===== src/rtl/step_seq_pkg.sv =====
package step_seq_pkg;
  typedef enum logic [2:0] {
    ST_IDLE,
    ST_SETUP,
    ST_LOW,
    ST_WAIT,
    ST_HOLD
  } seq_state_e;
endpackage


===== src/rtl/step_seq_timer.sv =====
module step_seq_timer #(
  parameter int TW = 8
) (
  input  logic          clk_i,
  input  logic          rst_ni,
  input  logic          load_i,
  input  logic [TW-1:0] val_i,
  output logic          zero_o
);
  logic [TW-1:0] cnt_q;

  always_ff @(posedge clk_i or negedge rst_ni) begin
    if (!rst_ni)           cnt_q <= '0;
    else if (load_i)       cnt_q <= val_i;
    else if (cnt_q != '0)  cnt_q <= cnt_q - 1'b1;
  end

  assign zero_o = (cnt_q == '0);
endmodule


===== src/rtl/step_seq_remain.sv =====
module step_seq_remain #(
  parameter int CNT_W = 8
) (
  input  logic             clk_i,
  input  logic             rst_ni,
  input  logic             load_i,
  input  logic [CNT_W-1:0] count_i,
  input  logic             dec_i,
  output logic             last_o
);
  logic [CNT_W-1:0] rem_q;

  always_ff @(posedge clk_i or negedge rst_ni) begin
    if (!rst_ni)      rem_q <= '0;
    else if (load_i)  rem_q <= (count_i == '0) ? CNT_W'(1) : count_i;
    else if (dec_i && rem_q != '0) rem_q <= rem_q - 1'b1;
  end

  assign last_o = (rem_q == CNT_W'(1));
endmodule


===== src/rtl/step_seq_ctrl.sv =====
module step_seq_ctrl
  import step_seq_pkg::*;
#(
  parameter int TW        = 8,
  parameter int SETUP_CYC = 25,
  parameter int PULSE_CYC = 64,
  parameter int HOLD_CYC  = 32,
  parameter int GAP_CYC   = 100
) (
  input  logic          clk_i,
  input  logic          rst_ni,
  input  logic          req_ok_i,
  input  logic          toward_i,
  input  logic          tmr_zero_i,
  input  logic          last_i,
  output logic          tmr_load_o,
  output logic [TW-1:0] tmr_val_o,
  output logic          rem_load_o,
  output logic          rem_dec_o,
  output logic          step_no,
  output logic          dir_o,
  output logic          busy_o,
  output logic          done_o
);
  seq_state_e state_q, state_d;
  logic step_nq, dir_q, done_q;

  always_comb begin
    state_d    = state_q;
    tmr_load_o = 1'b0;
    tmr_val_o  = '0;
    rem_load_o = 1'b0;
    rem_dec_o  = 1'b0;
    unique case (state_q)
      ST_IDLE: if (req_ok_i) begin
        state_d    = ST_SETUP;
        tmr_load_o = 1'b1;
        tmr_val_o  = TW'(SETUP_CYC - 1);
        rem_load_o = 1'b1;
      end
      ST_SETUP: if (tmr_zero_i) begin
        state_d    = ST_LOW;
        tmr_load_o = 1'b1;
        tmr_val_o  = TW'(PULSE_CYC - 1);
      end
      ST_LOW: if (tmr_zero_i) begin
        rem_dec_o  = 1'b1;
        tmr_load_o = 1'b1;
        if (last_i) begin
          state_d   = ST_HOLD;
          tmr_val_o = TW'(HOLD_CYC - 1);
        end else begin
          state_d   = ST_WAIT;
          tmr_val_o = TW'(GAP_CYC - 1);
        end
      end
      ST_WAIT: if (tmr_zero_i) begin
        state_d    = ST_LOW;
        tmr_load_o = 1'b1;
        tmr_val_o  = TW'(PULSE_CYC - 1);
      end
      ST_HOLD: if (tmr_zero_i) state_d = ST_IDLE;
      default: state_d = ST_IDLE;
    endcase
  end

  always_ff @(posedge clk_i or negedge rst_ni) begin
    if (!rst_ni) begin
      state_q <= ST_IDLE;
      step_nq <= 1'b1;
      dir_q   <= 1'b1;
      done_q  <= 1'b0;
    end else begin
      state_q <= state_d;
      step_nq <= (state_d != ST_LOW);
      done_q  <= (state_q == ST_HOLD) && tmr_zero_i;
      if (state_q == ST_IDLE && req_ok_i) dir_q <= ~toward_i;
    end
  end

  assign step_no = step_nq;
  assign dir_o   = dir_q;
  assign done_o  = done_q;
  assign busy_o  = (state_q != ST_IDLE);
endmodule


===== src/rtl/step_seq.sv =====
module step_seq #(
  parameter int SETUP_CYC = 25,
  parameter int PULSE_CYC = 64,
  parameter int HOLD_CYC  = 32,
  parameter int RATE_CYC  = 750,
  parameter int CNT_W     = 8
) (
  input  logic             clk_i,
  input  logic             rst_ni,
  input  logic             sel_i,
  input  logic             req_i,
  input  logic             dir_in_i,
  input  logic [CNT_W-1:0] count_i,
  output logic             step_no,
  output logic             dir_o,
  output logic             busy_o,
  output logic             done_o
);
  // spacing between trailing edges minus the low phase
  localparam int GAP_CYC = RATE_CYC - PULSE_CYC;
  localparam int MAX_A   = (SETUP_CYC > PULSE_CYC) ? SETUP_CYC : PULSE_CYC;
  localparam int MAX_B   = (HOLD_CYC > GAP_CYC) ? HOLD_CYC : GAP_CYC;
  localparam int MAX_CYC = (MAX_A > MAX_B) ? MAX_A : MAX_B;
  localparam int TW      = $clog2(MAX_CYC + 1);

  logic          tmr_load, tmr_zero, rem_load, rem_dec, last;
  logic [TW-1:0] tmr_val;

  step_seq_timer #(.TW(TW)) u_tmr (
    .clk_i  (clk_i),
    .rst_ni (rst_ni),
    .load_i (tmr_load),
    .val_i  (tmr_val),
    .zero_o (tmr_zero)
  );

  step_seq_remain #(.CNT_W(CNT_W)) u_rem (
    .clk_i   (clk_i),
    .rst_ni  (rst_ni),
    .load_i  (rem_load),
    .count_i (count_i),
    .dec_i   (rem_dec),
    .last_o  (last)
  );

  step_seq_ctrl #(
    .TW        (TW),
    .SETUP_CYC (SETUP_CYC),
    .PULSE_CYC (PULSE_CYC),
    .HOLD_CYC  (HOLD_CYC),
    .GAP_CYC   (GAP_CYC)
  ) u_ctrl (
    .clk_i      (clk_i),
    .rst_ni     (rst_ni),
    .req_ok_i   (req_i && sel_i),
    .toward_i   (dir_in_i),
    .tmr_zero_i (tmr_zero),
    .last_i     (last),
    .tmr_load_o (tmr_load),
    .tmr_val_o  (tmr_val),
    .rem_load_o (rem_load),
    .rem_dec_o  (rem_dec),
    .step_no    (step_no),
    .dir_o      (dir_o),
    .busy_o     (busy_o),
    .done_o     (done_o)
  );
endmodule


===== config.mk =====
export PLATFORM = sky130hd
export DESIGN_NAME = step_seq
export DESIGN_NICKNAME = d
export VERILOG_FILES = /design/src/rtl/step_seq_pkg.sv /design/src/rtl/step_seq_timer.sv /design/src/rtl/step_seq_remain.sv /design/src/rtl/step_seq_ctrl.sv /design/src/rtl/step_seq.sv
export SDC_FILE = /design/constraint.sdc
export NUM_CORES = 1
export LEC_CHECK = 0
export BUFFER_PORTS_ARGS = -buffer_cell sky130_fd_sc_hd__buf_2
export CAP_MARGIN = 20
export CORE_ASPECT_RATIO = 0.9
export CORE_MARGIN = 1.5
export CORE_UTILIZATION = 30
export DETAILED_ROUTE_END_ITERATION = 10
export RECOVER_POWER = 25
export SLEW_MARGIN = 30
export SYNTH_ARGS = -nofsm -noshare
export SYNTH_HDL_FRONTEND = slang
export SYNTH_HIERARCHICAL = 1
export SYNTH_SLANG_ARGS = --single-unit

===== constraint.sdc =====
create_clock -name clk_i -period 5.7 [get_ports clk_i]
set_clock_uncertainty 0.2 [all_clocks]
set_input_delay 0.57 -clock clk_i [delete_from_list [all_inputs] [get_ports clk_i]]
set_output_delay 0.57 -clock clk_i [all_outputs]
set_load 0.01 [all_outputs]

==> results summary <==
After floorplanning, the core was divided into 24 placement rows. The met3 wire length is between 90 and 100 um. The post-detailed-routing wire length is 2.91 mm.

Clock tree synthesis selected as its root buffer the cell clkbuf_8. Setup repair after global routing left no endpoint under its margin. The placed cell area is 1670 um^2. The CTS buffer count came out at 3. The kind of end point of the critical path is a flop. The weighted congestion reported at the end of routability-driven placement came out at 0.724. The total area inside the core boundary comes to 4920 um^2. The async set-or-reset flop fraction in the synthesized netlist is 1.00. TritonCTS built the clock tree. The clock period could shrink to 3.28 ns. The die is slightly below 80 um wide.

The first-pass GRT wire length came out at 5.18 mm. In this run the worst path has a maximum fanout of 11. The number of failing setup endpoints in the final timing report is 0. Counting tap cells, the placed design contains a total of 248 instances. In the global route stage, overall resource usage came out at 0.115. The flip-flop and latch count after synthesis is 24. The post-synthesis instance total is 177. The summed area of non-filler cells in the final layout came out at 1750 um^2.

The power density of the placed cells came out at 394 nW/um^2. The worst hold path passes through 2 cells. For the pin with the worst max-slew slack, the measured transition is 1.31 ns.

The final net count is 205. The number of cells in the finished layout apart from fillers is 252. The post-CTS repair timing setup buffer count is 0. Walking the worst path, the cells encountered are nor4_4 -> nand3_1 -> inv_1 -> nand2b_1 -> nor3b_1 -> or3b_1 -> a211oi_1 -> xnor2_1 -> o21ai_1.

The Yosys step of the flow raised 6 warnings. The synthesized design contains 0 enable-type register cells. After detailed routing, no signal wire sits above met4. The number of I/O pins is 17.

STA classifies the critical path startpoint as a flop. The number of hold-repair buffers added at the cts stage came out at 0. After synthesis, the netlist uses 46 different library cells.

After clock tree synthesis, the clock-pin slew on the worst setup and hold paths is around 0.1 ns. The library cells used most frequently in the layout, excluding fill and tap cells, are 22 x dfrtp_1, 17 x nor2_1, 17 x nand2_1, 15 x buf_2, 15 x a21oi_1. The die covers about 5700 um^2.

The largest net degree at the start of global routing came out at 25. The height of the chip is 71.6 um. The most used flip-flop cell after synthesis is dfrtp_1. The final critical-path share of the clock period came out at 0.575.

At the later pin of the worst-skew pair, clock insertion delay measures 0.27 ns. The share of post-route cells with drive strength above 1 came out at 0.166. The number of fillers in the final layout came out at around 540. The number of hold violations in the final report is 0. The buffers plus inverters on the worst setup path is 1. Dividing the detail-routed via count by the number of cells gives 4.77.

The number of max-slew violations in the final report came out at 0. The sum of overflow across all layers after global routing came out at 0. The met2 layer wire length in the routed design came out at 1.31 mm. The worst ir drop on vdd came out at 0.167 mV. The placed wire-length estimate after detailed placement is about 2.1 mm. The via count of the first global-routing pass came out at ~1100. The number of detailed-route iterations in the first pass is 4. The layout overhead on the synthesized area came out at 11.6%. The arrival time at the worst endpoint came out at 3.24 ns. The number of I/O port buffers is 16. The top achievable clock speed is slightly above 300 MHz. The depth of the most critical reg-to-reg path is 9. The reported max-cap violation count came out at 0. The detailed router finished its first iteration with 78 violations. The tree built by TritonCTS fans out to 24 sinks. The headroom to the max-slew limit is 0.128. The worst hold path belongs to the class primary input to flop. The maximum clock insertion buffer count came out at 2. The maximum single-stage delay on the critical path is 0.47 ns.

The number of levels the H-tree was split into came out at 1. The sum of negative setup slack is 0 ns. The post-synthesis instance area came out at 1570 um^2. The initial antenna violation count came out at 0.

After clock tree synthesis, the repair step resized 0 gates. The worst setup path is of the flop to flop kind. The largest individual stage delay along the critical path comes from the cell dfrtp_1. The mean routed wirelength per cell came out at 11.6 um. The post-layout total power is 0.690 mW. The repair_antennas step left the layout with diodes totalling 0. The critical path required time came out at ~5.7 ns. The flow ran to the end, and the final reports show no timing, DRC or antenna violations. The effective utilization at floorplan came out at 0.319. Dividing the synthesized area by the synthesized cell count gives about 8.9 um^2. The remaining antenna violation count is 0.

The sum of routed wire segments on met1 came out at 1.49 mm. The share of the Yosys chip area taken by registers is 0.384. The post-route DRC violation count is 0.

The library cell used most frequently in the layout, excluding fill and tap cells, is dfrtp_1. The total number of cells along the worst setup path came out at 9. Broken down by cell family, the worst path's largest delay share belongs to simple AND/OR/NAND/NOR gates. The vias after detailed routing came out at 1202. The analysis attributes to cell leakage a power of 0.722 nW.
per-layer routing:
metal | vias up | track usage
met5 | - | 0
met3 | 2 | 0.0306
met2 | 16 | 0.179
li1 | 628 | -
met4 | 0 | 0.0175
met1 | 556 | 0.163
report_power, final:
group / switching [mW] / internal, mW
Sequential: 0.0868 / 0.237
Clock: 0.0595 / 0.0940
Combinational: 0.101 / 0.112
Total: 0.247 / 0.443
sequential cells by signal, summed over array words and instances (netlist names):
name / flops
u_ctrl/step_no: 1
u_rem/rem_q: 8
u_ctrl/done_o: 1
u_ctrl/dir_o: 1
u_ctrl/state_q: 3
u_tmr/cnt_q: 10
cells in the mapped netlist, types with 2 or more instances:
library cell  number  share of area
dfrtp_1           22           0.35
nand2_1           17          0.041
nor2_1            17          0.041
a21oi_1           15          0.048
inv_1             11          0.026
o21ai_0            7          0.022
mux2i_1            6          0.038
xnor2_1            6          0.033
o21ai_1            5          0.016
buf_4              4          0.019
clkbuf_1           4         0.0096
ha_1               4          0.032
nand2b_1           4          0.016
nor2b_1            4          0.016
nor4_1             4          0.016
or3b_1             4          0.022
a211oi_1           3          0.014
buf_2              3         0.0096
xor2_1             3          0.017
a21o_1             2         0.0096
a31oi_1            2         0.0080
dfstp_2            2          0.033
nand3_1            2         0.0064
nor3_1             2         0.0064
nor3_2             2          0.013
nor4b_1            2          0.011
layout make-up:
| cell class | count | area (um^2) | area share |
|---|---|---|---|
| multi-input cells | 132 | 875 | 0.500 |
| flip-flops and latches | 24 | 603 | 0.345 |
| well taps | 65 | 81.3 | 0.0465 |
| repair buffers | 16 | 78.8 | 0.0450 |
| clock buffers | 3 | 41.3 | 0.0236 |
| inverters | 11 | 41.3 | 0.0236 |
| clock inverters | 1 | 30.0 | 0.0172 |
worst register-to-register path, stage by stage, from the launching register on:
cell and delay (ns):
dfrtp_1 0.47, nor4_4 0.39, nand3_1 0.25, inv_1 0.29
nand2b_1 0.19, nor3b_1 0.41, or3b_1 0.47, a211oi_1 0.28
xnor2_1 0.15, o21ai_1 0.07
cells by family after synthesis:
family / Yosys count / share of synthesized area
buffers and inverters: 22 / 0.0646
other: 1 / 0.00239
and+or+nand+nor: 72 / 0.282
muxes: 7 / 0.0455
AOI/OAI and AO/OA: 38 / 0.140
xor gates and xnor gates: 9 / 0.0502
adders and majority gates: 4 / 0.0319
DFF: 24 / 0.384
through the flow:
| stage | hold slack (ns) | utilization | worst slack [ns] |
|---|---|---|---|
| 4_1_cts | 0.0971 | 0.354 | 2.41 |
| 5_1_grt | 0.257 | 0.355 | 2.13 |
| 6_report | 0.239 | 0.355 | 2.42 |
| 3_5_place_dp | 0.266 | 0.340 | 2.40 |
| 3_3_place_gp | 0.257 | 0.340 | 2.52 |
| 2_1_floorplan | 0.0744 | - | 2.76 |
worst paths after layout:
check | startpoint | to | slack, ns
worst max-delay path | u_tmr/cnt_q[3] | u_rem/rem_q[3] | 2.42
max in group asynchronous | rst_ni | u_tmr/cnt_q[1] | 4.16
worst max register to register | u_tmr/cnt_q[3] | u_rem/rem_q[3] | 2.42
worst min register to register | u_ctrl/dir_o | u_ctrl/dir_o | 0.27
worst min-delay path | dir_in_i | u_ctrl/dir_o | 0.24
min in group asynchronous | rst_ni | u_tmr/cnt_q[9] | 0.36
Note: power is estimated with default switching activity, not from simulation.
